===== config.mk =====
export PLATFORM = sky130hd
export DESIGN_NAME = thr_dac_seq
export DESIGN_NICKNAME = d
export VERILOG_FILES = /design/src/rtl/thr_dac_seq_pkg.sv /design/src/rtl/gray_step_ctr.sv /design/src/rtl/dac_word_pack.sv /design/src/rtl/serial_word_tx.sv /design/src/rtl/thr_dac_seq.sv
export SDC_FILE = /design/constraint.sdc
export NUM_CORES = 1
export LEC_CHECK = 0
export ABC_AREA = 1
export CORE_MARGIN = 3
export CORE_UTILIZATION = 45
export DETAILED_ROUTE_END_ITERATION = 6
export PLACE_DENSITY_LB_ADDON = 0.08
export SYNTH_ARGS = -nofsm -noshare
export SYNTH_HDL_FRONTEND = slang
export SYNTH_HIERARCHICAL = 1
export SYNTH_SLANG_ARGS = --single-unit

===== constraint.sdc =====
create_clock -name clk -period 1.3 [get_ports clk]
set_input_delay 0.13 -clock clk [delete_from_list [all_inputs] [get_ports clk]]
set_output_delay 0.13 -clock clk [all_outputs]
set_load 0.005 [all_outputs]

===== src/rtl/thr_dac_seq_pkg.sv =====
package thr_dac_seq_pkg;
  typedef enum logic [2:0] {
    ST_IDLE  = 3'd0,
    ST_FETCH = 3'd1,
    ST_LOAD  = 3'd2,
    ST_SEND  = 3'd3,
    ST_GAP   = 3'd4,
    ST_FIN   = 3'd5
  } seq_state_t;
endpackage


===== src/rtl/gray_step_ctr.sv =====
module gray_step_ctr #(
  parameter int IDX_W = 4
) (
  input  logic             clk,
  input  logic             rst_n,
  input  logic             clr,
  input  logic             inc,
  output logic [IDX_W-1:0] gray,
  output logic             last
);
  localparam logic [IDX_W-1:0] LAST_STEP = {IDX_W{1'b1}};

  logic [IDX_W-1:0] cnt_q, cnt_d;

  always_comb begin
    cnt_d = cnt_q;
    if (clr)      cnt_d = '0;
    else if (inc) cnt_d = cnt_q + 1'b1;
  end

  always_ff @(posedge clk or negedge rst_n) begin
    if (!rst_n) cnt_q <= '0;
    else        cnt_q <= cnt_d;
  end

  assign gray = cnt_q ^ (cnt_q >> 1);
  assign last = (cnt_q == LAST_STEP);
endmodule


===== src/rtl/dac_word_pack.sv =====
module dac_word_pack #(
  parameter int VAL_W = 12,
  parameter int IDX_W = 4
) (
  input  logic [VAL_W-1:0]       value,
  input  logic [IDX_W-1:0]       id,
  output logic [VAL_W+IDX_W-1:0] word
);
  assign word = {value, id};
endmodule


===== src/rtl/serial_word_tx.sv =====
module serial_word_tx #(
  parameter int WORD_W   = 16,
  parameter int HALF_DIV = 2
) (
  input  logic              clk,
  input  logic              rst_n,
  input  logic              load,
  input  logic [WORD_W-1:0] word,
  output logic              sclk,
  output logic              mosi,
  output logic              tx_done
);
  localparam int BIT_W = $clog2(WORD_W);
  localparam int DIV_W = (HALF_DIV > 1) ? $clog2(HALF_DIV) : 1;
  localparam logic [DIV_W-1:0] DIV_END = DIV_W'(HALF_DIV - 1);
  localparam logic [BIT_W-1:0] BIT_END = BIT_W'(WORD_W - 1);

  logic [WORD_W-1:0] sreg_q, sreg_d;
  logic [BIT_W-1:0]  bit_q, bit_d;
  logic [DIV_W-1:0]  div_q, div_d;
  logic              sclk_q, sclk_d;
  logic              act_q, act_d;
  logic              fin_q, fin_d;

  always_comb begin
    sreg_d = sreg_q;
    bit_d  = bit_q;
    div_d  = div_q;
    sclk_d = sclk_q;
    act_d  = act_q;
    fin_d  = 1'b0;
    if (load) begin
      sreg_d = word;
      bit_d  = '0;
      div_d  = '0;
      sclk_d = 1'b0;
      act_d  = 1'b1;
    end else if (act_q) begin
      if (div_q == DIV_END) begin
        div_d  = '0;
        sclk_d = ~sclk_q;
        if (sclk_q) begin
          if (bit_q == BIT_END) begin
            act_d = 1'b0;
            fin_d = 1'b1;
          end else begin
            bit_d  = bit_q + 1'b1;
            sreg_d = {sreg_q[WORD_W-2:0], 1'b0};
          end
        end
      end else begin
        div_d = div_q + 1'b1;
      end
    end
  end

  always_ff @(posedge clk or negedge rst_n) begin
    if (!rst_n) begin
      sreg_q <= '0;
      bit_q  <= '0;
      div_q  <= '0;
      sclk_q <= 1'b0;
      act_q  <= 1'b0;
      fin_q  <= 1'b0;
    end else begin
      sreg_q <= sreg_d;
      bit_q  <= bit_d;
      div_q  <= div_d;
      sclk_q <= sclk_d;
      act_q  <= act_d;
      fin_q  <= fin_d;
    end
  end

  assign sclk    = sclk_q;
  assign mosi    = act_q & sreg_q[WORD_W-1];
  assign tx_done = fin_q;
endmodule


===== src/rtl/thr_dac_seq.sv =====
module thr_dac_seq #(
  parameter int CARD_BITS = 2,
  parameter int SLOT_BITS = 2,
  parameter int VAL_W     = 12,
  parameter int HALF_DIV  = 2
) (
  input  logic                 clk,
  input  logic                 rst_n,
  input  logic                 start,
  output logic                 done,
  output logic                 tbl_rd_en,
  output logic [SLOT_BITS-1:0] tbl_slot,
  output logic [CARD_BITS-1:0] tbl_card,
  input  logic [VAL_W-1:0]     tbl_data,
  output logic                 dac_strobe,
  output logic                 dac_sclk,
  output logic                 dac_mosi
);
  import thr_dac_seq_pkg::*;

  localparam int IDX_W  = CARD_BITS + SLOT_BITS;
  localparam int WORD_W = VAL_W + IDX_W;

  logic [1:0] rsync_q;
  logic       rst_int_n;

  always_ff @(posedge clk or negedge rst_n) begin
    if (!rst_n) rsync_q <= 2'b00;
    else        rsync_q <= {rsync_q[0], 1'b1};
  end
  assign rst_int_n = rsync_q[1];

  seq_state_t       st_q, st_d;
  logic             strobe_q, strobe_d;
  logic             done_q, done_d;
  logic             ctr_clr, ctr_inc, ctr_last;
  logic             sh_load, sh_done;
  logic [IDX_W-1:0] gray_id;
  logic [WORD_W-1:0] tx_word;

  gray_step_ctr #(.IDX_W(IDX_W)) ctr_i (
    .clk   (clk),
    .rst_n (rst_int_n),
    .clr   (ctr_clr),
    .inc   (ctr_inc),
    .gray  (gray_id),
    .last  (ctr_last)
  );

  dac_word_pack #(.VAL_W(VAL_W), .IDX_W(IDX_W)) pack_i (
    .value (tbl_data),
    .id    (gray_id),
    .word  (tx_word)
  );

  serial_word_tx #(.WORD_W(WORD_W), .HALF_DIV(HALF_DIV)) tx_i (
    .clk     (clk),
    .rst_n   (rst_int_n),
    .load    (sh_load),
    .word    (tx_word),
    .sclk    (dac_sclk),
    .mosi    (dac_mosi),
    .tx_done (sh_done)
  );

  always_comb begin
    st_d      = st_q;
    strobe_d  = strobe_q;
    done_d    = 1'b0;
    ctr_clr   = 1'b0;
    ctr_inc   = 1'b0;
    sh_load   = 1'b0;
    tbl_rd_en = 1'b0;
    case (st_q)
      ST_IDLE: begin
        if (start) begin
          ctr_clr = 1'b1;
          st_d    = ST_FETCH;
        end
      end
      ST_FETCH: begin
        tbl_rd_en = 1'b1;
        st_d      = ST_LOAD;
      end
      ST_LOAD: begin
        sh_load  = 1'b1;
        strobe_d = 1'b1;
        st_d     = ST_SEND;
      end
      ST_SEND: begin
        if (sh_done) begin
          strobe_d = 1'b0;
          if (ctr_last) begin
            st_d = ST_FIN;
          end else begin
            ctr_inc = 1'b1;
            st_d    = ST_GAP;
          end
        end
      end
      ST_GAP: st_d = ST_FETCH;
      ST_FIN: begin
        done_d = 1'b1;
        st_d   = ST_IDLE;
      end
      default: st_d = ST_IDLE;
    endcase
  end

  always_ff @(posedge clk or negedge rst_int_n) begin
    if (!rst_int_n) begin
      st_q     <= ST_IDLE;
      strobe_q <= 1'b0;
      done_q   <= 1'b0;
    end else begin
      st_q     <= st_d;
      strobe_q <= strobe_d;
      done_q   <= done_d;
    end
  end

  assign tbl_slot   = gray_id[IDX_W-1:CARD_BITS];
  assign tbl_card   = gray_id[CARD_BITS-1:0];
  assign dac_strobe = strobe_q;
  assign done       = done_q;
endmodule


=== Word-level counts from Yosys, hierarchy flattened ===
Cells that the tools add are included.

* Register bits after elaboration: 35
* Output and inout port bits: 9

* $add $sub $neg: 3
* Reductions and logical operators: 10
* Mux-type cells: 42
* Bitwise gates (word level): 3
* Equality and inequality tests: 10

{| class="wikitable"
|+ Operator list
! operator !! count
|-
| 16-bit 2-to-1 mux || 5
|-
| 4-bit 2-to-1 mux || 7
|-
| 1-bit 2-to-1 mux || 26
|-
| 3-bit case mux with 5 select lines || 1
|-
| 2-bit nonzero test || 5
|-
| 4-bit by 1-bit adder with 4-bit output (second input constant) || 2
|-
| 4-bit == test (second input constant) || 2
|-
| 3-bit by 2-bit == test with 1-bit output (second input constant) || 2
|-
| 3-bit == test (second input constant) || 2
|-
| 3-bit 2-to-1 mux || 2
|-
| 2-bit AND reduction || 3
|-
| 2-bit inequality test (second input constant) || 2
|-
| 4-bit AND reduction || 1
|-
| 4-bit by 3-bit XOR with 4-bit output || 1
|-
| 3-bit by 1-bit == test with 1-bit output (second input constant) || 1
|-
| 3-bit logical NOT || 1
|-
| 2-bit by 1-bit inequality test with 1-bit output (second input constant) || 1
|-
| 1-bit case mux with 2 select lines || 1
|-
| 1-bit adder (second input constant) || 1
|-
| 1-bit AND || 1
|-
| 1-bit inverter || 1
|}

=== Longest topological paths before layout ===
* Word-level depth: 6
* Depth in mapped cells: 10

=== Hierarchy ===
The synthesis kept the hierarchy.

{| class="wikitable"
|+ By module, submodules not included
! module !! area each (sq um) !! times used !! sequential area each (sq um) !! cells an instance
|-
| serial_word_tx || 1270.0 || 1 || 600.6 || 135
|-
| thr_dac_seq || 301.5 || 1 || 175.2 || 33
|-
| gray_step_ctr || 240.2 || 1 || 100.1 || 28
|-
| dac_word_pack || 120.1 || 1 || 0.0 || 16
|}

=== Worst setup path before layout ===
OpenSTA, ideal clock, no wires.

* Path kind: register to register
* Start: register ctr_i.cnt_q[0]
* End: register ctr_i.cnt_q[3]
* Cell stages (with the launch flop): 10
* Data required time: 1.229 ns
* Data arrival time: 1.392 ns
* Setup slack: -0.163 ns
* Cell sequence: dfrtp_1 ha_1 nand2_1 inv_1 nor4_1 clkbuf_2 nand3_2 nand2_1 inv_1 nor2_1

* Cells in the longest elaborated chain, start to end: 5
* Elaborated cells between the ends (all ways): 8

{| class="wikitable"
|+ Ends and longest elaborated chain
! element !! line !! source
|-
| start: declaration || gray_step_ctr.sv:13 || <nowiki>logic [IDX_W-1:0] cnt_q, cnt_d;</nowiki>
|-
| start signal: assignment || gray_step_ctr.sv:23 || <nowiki>else cnt_q <= cnt_d;</nowiki>
|-
| 4-bit == test || gray_step_ctr.sv:27 || <nowiki>assign last = (cnt_q == LAST_STEP);</nowiki>
|-
| net ctr_last || thr_dac_seq.sv:36 || <nowiki>logic ctr_clr, ctr_inc, ctr_last;</nowiki>
|-
| 1-bit 2-to-1 mux || thr_dac_seq.sv:93 || <nowiki>if (ctr_last) begin</nowiki>
|-
| 1-bit 2-to-1 mux || thr_dac_seq.sv:91 || <nowiki>if (sh_done) begin</nowiki>
|-
| 1-bit 2-to-1 mux || thr_dac_seq.sv:74 || <nowiki>case (st_q)</nowiki>
|-
| net ctr_inc || thr_dac_seq.sv:36 ||
|-
| 2-bit nonzero test (no source line) || -- ||
|}

The timed path passes the listed nets, and every way through them passes these cells. The select of a mux whose other input is x is not followed.
A chain may end at the register's enable or synchronous reset.

=== Final worst setup path ===
* Start: register st_q[1]
* End: register tx_i.sreg_q[1]

* Cells in the longest elaborated chain, start to end: 4
* Elaborated cells between the ends (all ways): 8

{| class="wikitable"
|+ Ends and longest elaborated chain
! element !! line !! source
|-
| start: declaration || thr_dac_seq.sv:33 || <nowiki>seq_state_t st_q, st_d;</nowiki>
|-
| start signal: assignment || thr_dac_seq.sv:116 || <nowiki>st_q <= st_d;</nowiki>
|-
| 3-bit by 2-bit == test with 1-bit output (*) || thr_dac_seq.sv:74 ||
|-
| 1-bit 2-to-1 mux (*) || thr_dac_seq.sv:74 ||
|-
| net sh_load || thr_dac_seq.sv:37 || <nowiki>logic sh_load, sh_done;</nowiki>
|-
| 2-bit inequality test (no source line) / 2-bit nonzero test (equally long branches) || -- ||
|-
| 4-bit AND reduction (no source line) || -- ||
|-
| end signal: assignment || serial_word_tx.sv:66 || <nowiki>sreg_q <= sreg_d;</nowiki>
|-
| end: declaration || serial_word_tx.sv:18 || <nowiki>logic [WORD_W-1:0] sreg_q, sreg_d;</nowiki>
|}

The timed path passes the listed nets; every way through them passes the cells marked *.

==> metrics.txt <==
# TYPE chip_impl_metric gauge
chip_impl_info{name="run_status",value="finished with violations"} 1
chip_impl_info{name="violations_in_the_final_reports",value="setup timing"} 1
chip_impl_metric{name="cts-root-to-sink-buffers",unit=""} 2
chip_impl_info{name="synth_top_family_by_area",value="simple AND/OR/NAND/NOR gates"} 1
chip_impl_metric{name="net-switching-power",unit="mW"} 2.49
chip_impl_metric{name="detailed_placement_wirelength_estimate",unit="microns"} 2610
chip_impl_metric{name="final_setup_margin",unit="ps"} -174
chip_impl_metric{name="buffer_ports.inserted",unit=""} 23
chip_impl_info{name="final_common_cell",value="sky130_fd_sc_hd__buf_4"} 1
chip_impl_metric{name="design_area",unit="sq um"} 2810
chip_impl_info{name="grt_setup_unrepaired",value="yes"} 1
chip_impl_metric{name="largest_net_degree_at_the_start_of_global_routing",unit=""} 34
chip_impl_metric{name="dieWidth",unit="microns"} 71.5
chip_impl_metric{name="synth_cell_type_count",unit=""} 28
chip_impl_metric{name="layout_worst_path_cycle_share",unit="%"} 113
chip_impl_metric{name="final-seq-area",unit="sq um"} 878
chip_impl_metric{name="max-vdd-ir-drop",unit="V"} 0.00123
chip_impl_metric{name="synth_xor_xnor_area_share",unit="%"} 0.453
chip_impl_metric{name="met2_wirelength",unit="microns"} 2150
chip_impl_metric{name="grt_first_pass_wirelength",unit="microns"} 6910
chip_impl_metric{name="finalSetupTns",unit="ps"} -3490
chip_impl_metric{name="pin_count",unit=""} 24
chip_impl_metric{name="fp.coreArea",unit="sq um"} 4060
chip_impl_metric{name="routedWlPerCell",unit="microns"} 13.3
chip_impl_metric{name="vias",unit=""} 1533
chip_impl_info{name="root_buffer_master",value="sky130_fd_sc_hd__clkbuf_8"} 1
chip_impl_metric{name="synth_cells",unit=""} 212
chip_impl_info{name="cp_slowest_cell",value="sky130_fd_sc_hd__dfrtp_1"} 1
chip_impl_metric{name="fillers",unit=""} 306
chip_impl_metric{name="max_freq",unit="MHz"} 678
chip_impl_metric{name="layout-drive-gt1-share",unit="%"} 52.4
chip_impl_metric{name="globalRoute.totalOverflow",unit=""} 0
chip_impl_metric{name="final_hold_viol_count",unit=""} 0
chip_impl_info{name="timing.critical_path.from_type",value="flop"} 1
chip_impl_metric{name="sw_share",unit="%"} 39.3
chip_impl_info{name="most-common-layout-cells",value="sky130_fd_sc_hd__buf_4, sky130_fd_sc_hd__dfrtp_1, sky130_fd_sc_hd__o21ai_2, sky130_fd_sc_hd__nand2_1, sky130_fd_sc_hd__clkdlybuf4s50_1"} 1
chip_impl_info{name="top_layer",value="met4"} 1
chip_impl_metric{name="period_needed",unit="ps"} 1470
chip_impl_info{name="timing.critical_path.cells",value="buf_6, nand3_4, inv_6, or2_4, nand3_4, buf_12, nand2_1, o21ai_2"} 1
chip_impl_metric{name="initial_utilization",unit="%"} 47.6
chip_impl_metric{name="leakage",unit="nW"} 1.35
chip_impl_metric{name="grt_usage",unit="%"} 17.1
chip_impl_metric{name="drt_pass_1_iters",unit=""} 4
chip_impl_metric{name="postRouteWirelength",unit="microns"} 4200
chip_impl_metric{name="drt-vias-per-instance",unit=""} 4.84
chip_impl_metric{name="tritoncts.num_buffers",unit=""} 5
chip_impl_metric{name="setup_viol",unit=""} 26
chip_impl_metric{name="p_comb_share",unit="%"} 59.0
chip_impl_metric{name="htreeDepth",unit=""} 2
chip_impl_metric{name="slew_violations",unit=""} 0
chip_impl_metric{name="multi_input_area",unit="sq um"} 985
chip_impl_metric{name="finish.net_count",unit=""} 285
chip_impl_metric{name="placementRows",unit=""} 23
chip_impl_metric{name="cp.arrival",unit="ps"} 1690
chip_impl_metric{name="synthToLayoutAreaGrowth",unit="%"} 45.5
chip_impl_metric{name="cts.reportedPaths.clkPinSlew",unit="ps"} 70
chip_impl_metric{name="critPathMaxFanout",unit=""} 17
chip_impl_metric{name="grt_antenna_before_repair",unit=""} 0
chip_impl_metric{name="sequentialPowerShare",unit="%"} 27.3
chip_impl_metric{name="post-layout-total-power",unit="mW"} 6.34
chip_impl_metric{name="power_density",unit="nW/um^2"} 2260
chip_impl_info{name="timing.hold.worst.class",value="flop to asynchronous set/reset pin"} 1
chip_impl_metric{name="post_synth.cell_area_avg",unit="sq um"} 9.11
chip_impl_metric{name="syn-num-nets",unit=""} 231
chip_impl_metric{name="drc",unit=""} 0
chip_impl_metric{name="clock_latency",unit="ps"} 280
chip_impl_metric{name="simple_logic_cell_fraction_of_the_synthesized_area",unit="%"} 22.4
chip_impl_metric{name="yosysSeqAreaShare",unit="%"} 45.3
chip_impl_info{name="crit_path_end_kind",value="flop"} 1
chip_impl_metric{name="intPower",unit="mW"} 3.85
chip_impl_metric{name="grt_pass1_vias",unit=""} 1514
chip_impl_metric{name="cts_sinks",unit=""} 35
chip_impl_metric{name="hold_slack_final",unit="ps"} 268
chip_impl_info{name="cts_tree",value="done"} 1
chip_impl_metric{name="route.layer.met1.wl",unit="microns"} 1890
chip_impl_metric{name="postRouteAntennaNets",unit=""} 0
chip_impl_metric{name="required",unit="ps"} 1510
chip_impl_metric{name="complex_gate_fraction_of_the_synthesized_area",unit="%"} 14.4
chip_impl_metric{name="chipHeight",unit="microns"} 71.5
chip_impl_metric{name="routabilityCongestion",unit=""} 0.856
chip_impl_metric{name="syn-cell-area",unit="sq um"} 1930
chip_impl_metric{name="postPlaceCellArea",unit="sq um"} 2280
chip_impl_info{name="worstSetupPathType",value="flop to flop"} 1
chip_impl_metric{name="fin_worst_skew",unit="ps"} 4.95
chip_impl_info{name="timing.critical_path.mode_cell",value="sky130_fd_sc_hd__nand3_4"} 1
chip_impl_metric{name="die_area",unit="sq um"} 5120
chip_impl_metric{name="synth_adder_area_share",unit="%"} 2.59
chip_impl_metric{name="synth.yosys.warnings",unit=""} 6
chip_impl_metric{name="synth_seq_cells",unit=""} 35
chip_impl_metric{name="cap_violations",unit=""} 0
chip_impl_metric{name="drt_first_iter_violations",unit=""} 29
chip_impl_metric{name="num_antenna_cells",unit=""} 0
chip_impl_metric{name="max_stage_delay",unit="ps"} 400
chip_impl_metric{name="power.share.clock",unit="%"} 13.7
chip_impl_metric{name="yosys-mux-area-fraction",unit="%"} 0
chip_impl_metric{name="met3_length",unit="microns"} 114
==> worst max-delay path, delay by kind of cell (launching register included) <==
kind,cells,cell delay [ps]
DFF,1,400
buffers and inverters,3,370
AOI/OAI and AO/OA,1,60
and+or+nand+nor,4,580
==> layout make-up <==
class	instances	share of cell area [%]
Multi-Input combinational cell	133	35.0
Sequential cell	35	31.2
Timing Repair Buffer	72	25.0
Clock buffer	8	3.56
Inverter	19	2.98
Tap cell	50	2.23
==> timing repair <==
item / 4_1_cts / 5_1_grt
pin swaps: 4 / 8
setup endpoints to repair: 31 / 31
hold buffers: 1 / 0
endpoints found under the hold margin: 2 / 0
buffers inserted: 10 / 8
resized for setup: 52 / 39
cloned: 0 / 3
==> kinds of logic after synthesis <==
logic type,Yosys count
flip-flops,35
buffers and inverters,44
other,1
adder cells (fa/ha/maj),4
XOR/XNOR,1
AO/OA/AOI/OAI,42
AND/OR/NAND/NOR,85
==> final timing paths <==
kind / startpoint / to / slack (ps) / depth (start not counted)
worst max-delay path: st_q[1] / tx_i/sreg_q[1] / -170 / 8
worst min-delay path: rsync_q[1] / ctr_i/cnt_q[0] / 270 / 1
worst max register to register: st_q[1] / tx_i/sreg_q[1] / -170 / 8
worst min register to register: rsync_q[1] / ctr_i/cnt_q[0] / 270 / 1
max in group asynchronous: rst_n / rsync_q[0] / 640 / 2
min in group clk: rsync_q[0] / rsync_q[1] / 360 / 0
==> metal layers <==
metal	track usage, %	vias to the layer above
met5	0	-
li1	-	779
met3	4.77	5
met2	28.5	17
met4	5.64	0
met1	21.5	732
==> synth_stat cells (all sizes together) <==
| cell | instances | area share, % |
|---|---|---|
| a21oi | 3 | 0.97 |
| buf | 24 | 11 |
| clkbuf | 1 | 0.26 |
| conb | 1 | 0.19 |
| dfrtp | 35 | 45 |
| ha | 4 | 2.6 |
| inv | 19 | 3.7 |
| nand2 | 39 | 8.1 |
| nand3 | 9 | 3.2 |
| nand3b | 1 | 0.39 |
| nand4 | 5 | 1.6 |
| nor2 | 13 | 3.0 |
| nor3 | 1 | 0.52 |
| nor4 | 1 | 0.32 |
| o21ai | 39 | 13 |
| or2 | 16 | 5.2 |
| xnor2 | 1 | 0.45 |
==> power by group through the flow <==
stage,sequential (mW),clock [mW],combinational [mW]
finish,1.73,0.869,3.74
global route,1.78,0.955,4.07
CTS,1.66,0.900,3.00
detailed placement,1.69,0,2.76
global placement,1.67,0,2.69
floorplan,1.67,0,2.04
==> state kept, by name, summed over array words and instances (netlist names) <==
register	count
tx_i/sclk	1
tx_i/div_q	1
dac_strobe	1
tx_i/act_q	1
tx_i/tx_done	1
rsync_q	2
done	1
tx_i/bit_q	4
ctr_i/cnt_q	4
tx_i/sreg_q	16
st_q	3
==> through the flow <==
stage	util [%]	setup WS (ps)	std cells
after floorplan	-	-95.7	212
after global placement	56.2	-122	288
after detailed placement	56.2	-94.5	288
after CTS	63.6	-136	307
after global routing	69.3	-267	317
final	69.3	-174	317
Power figures use the tool's default switching activity.
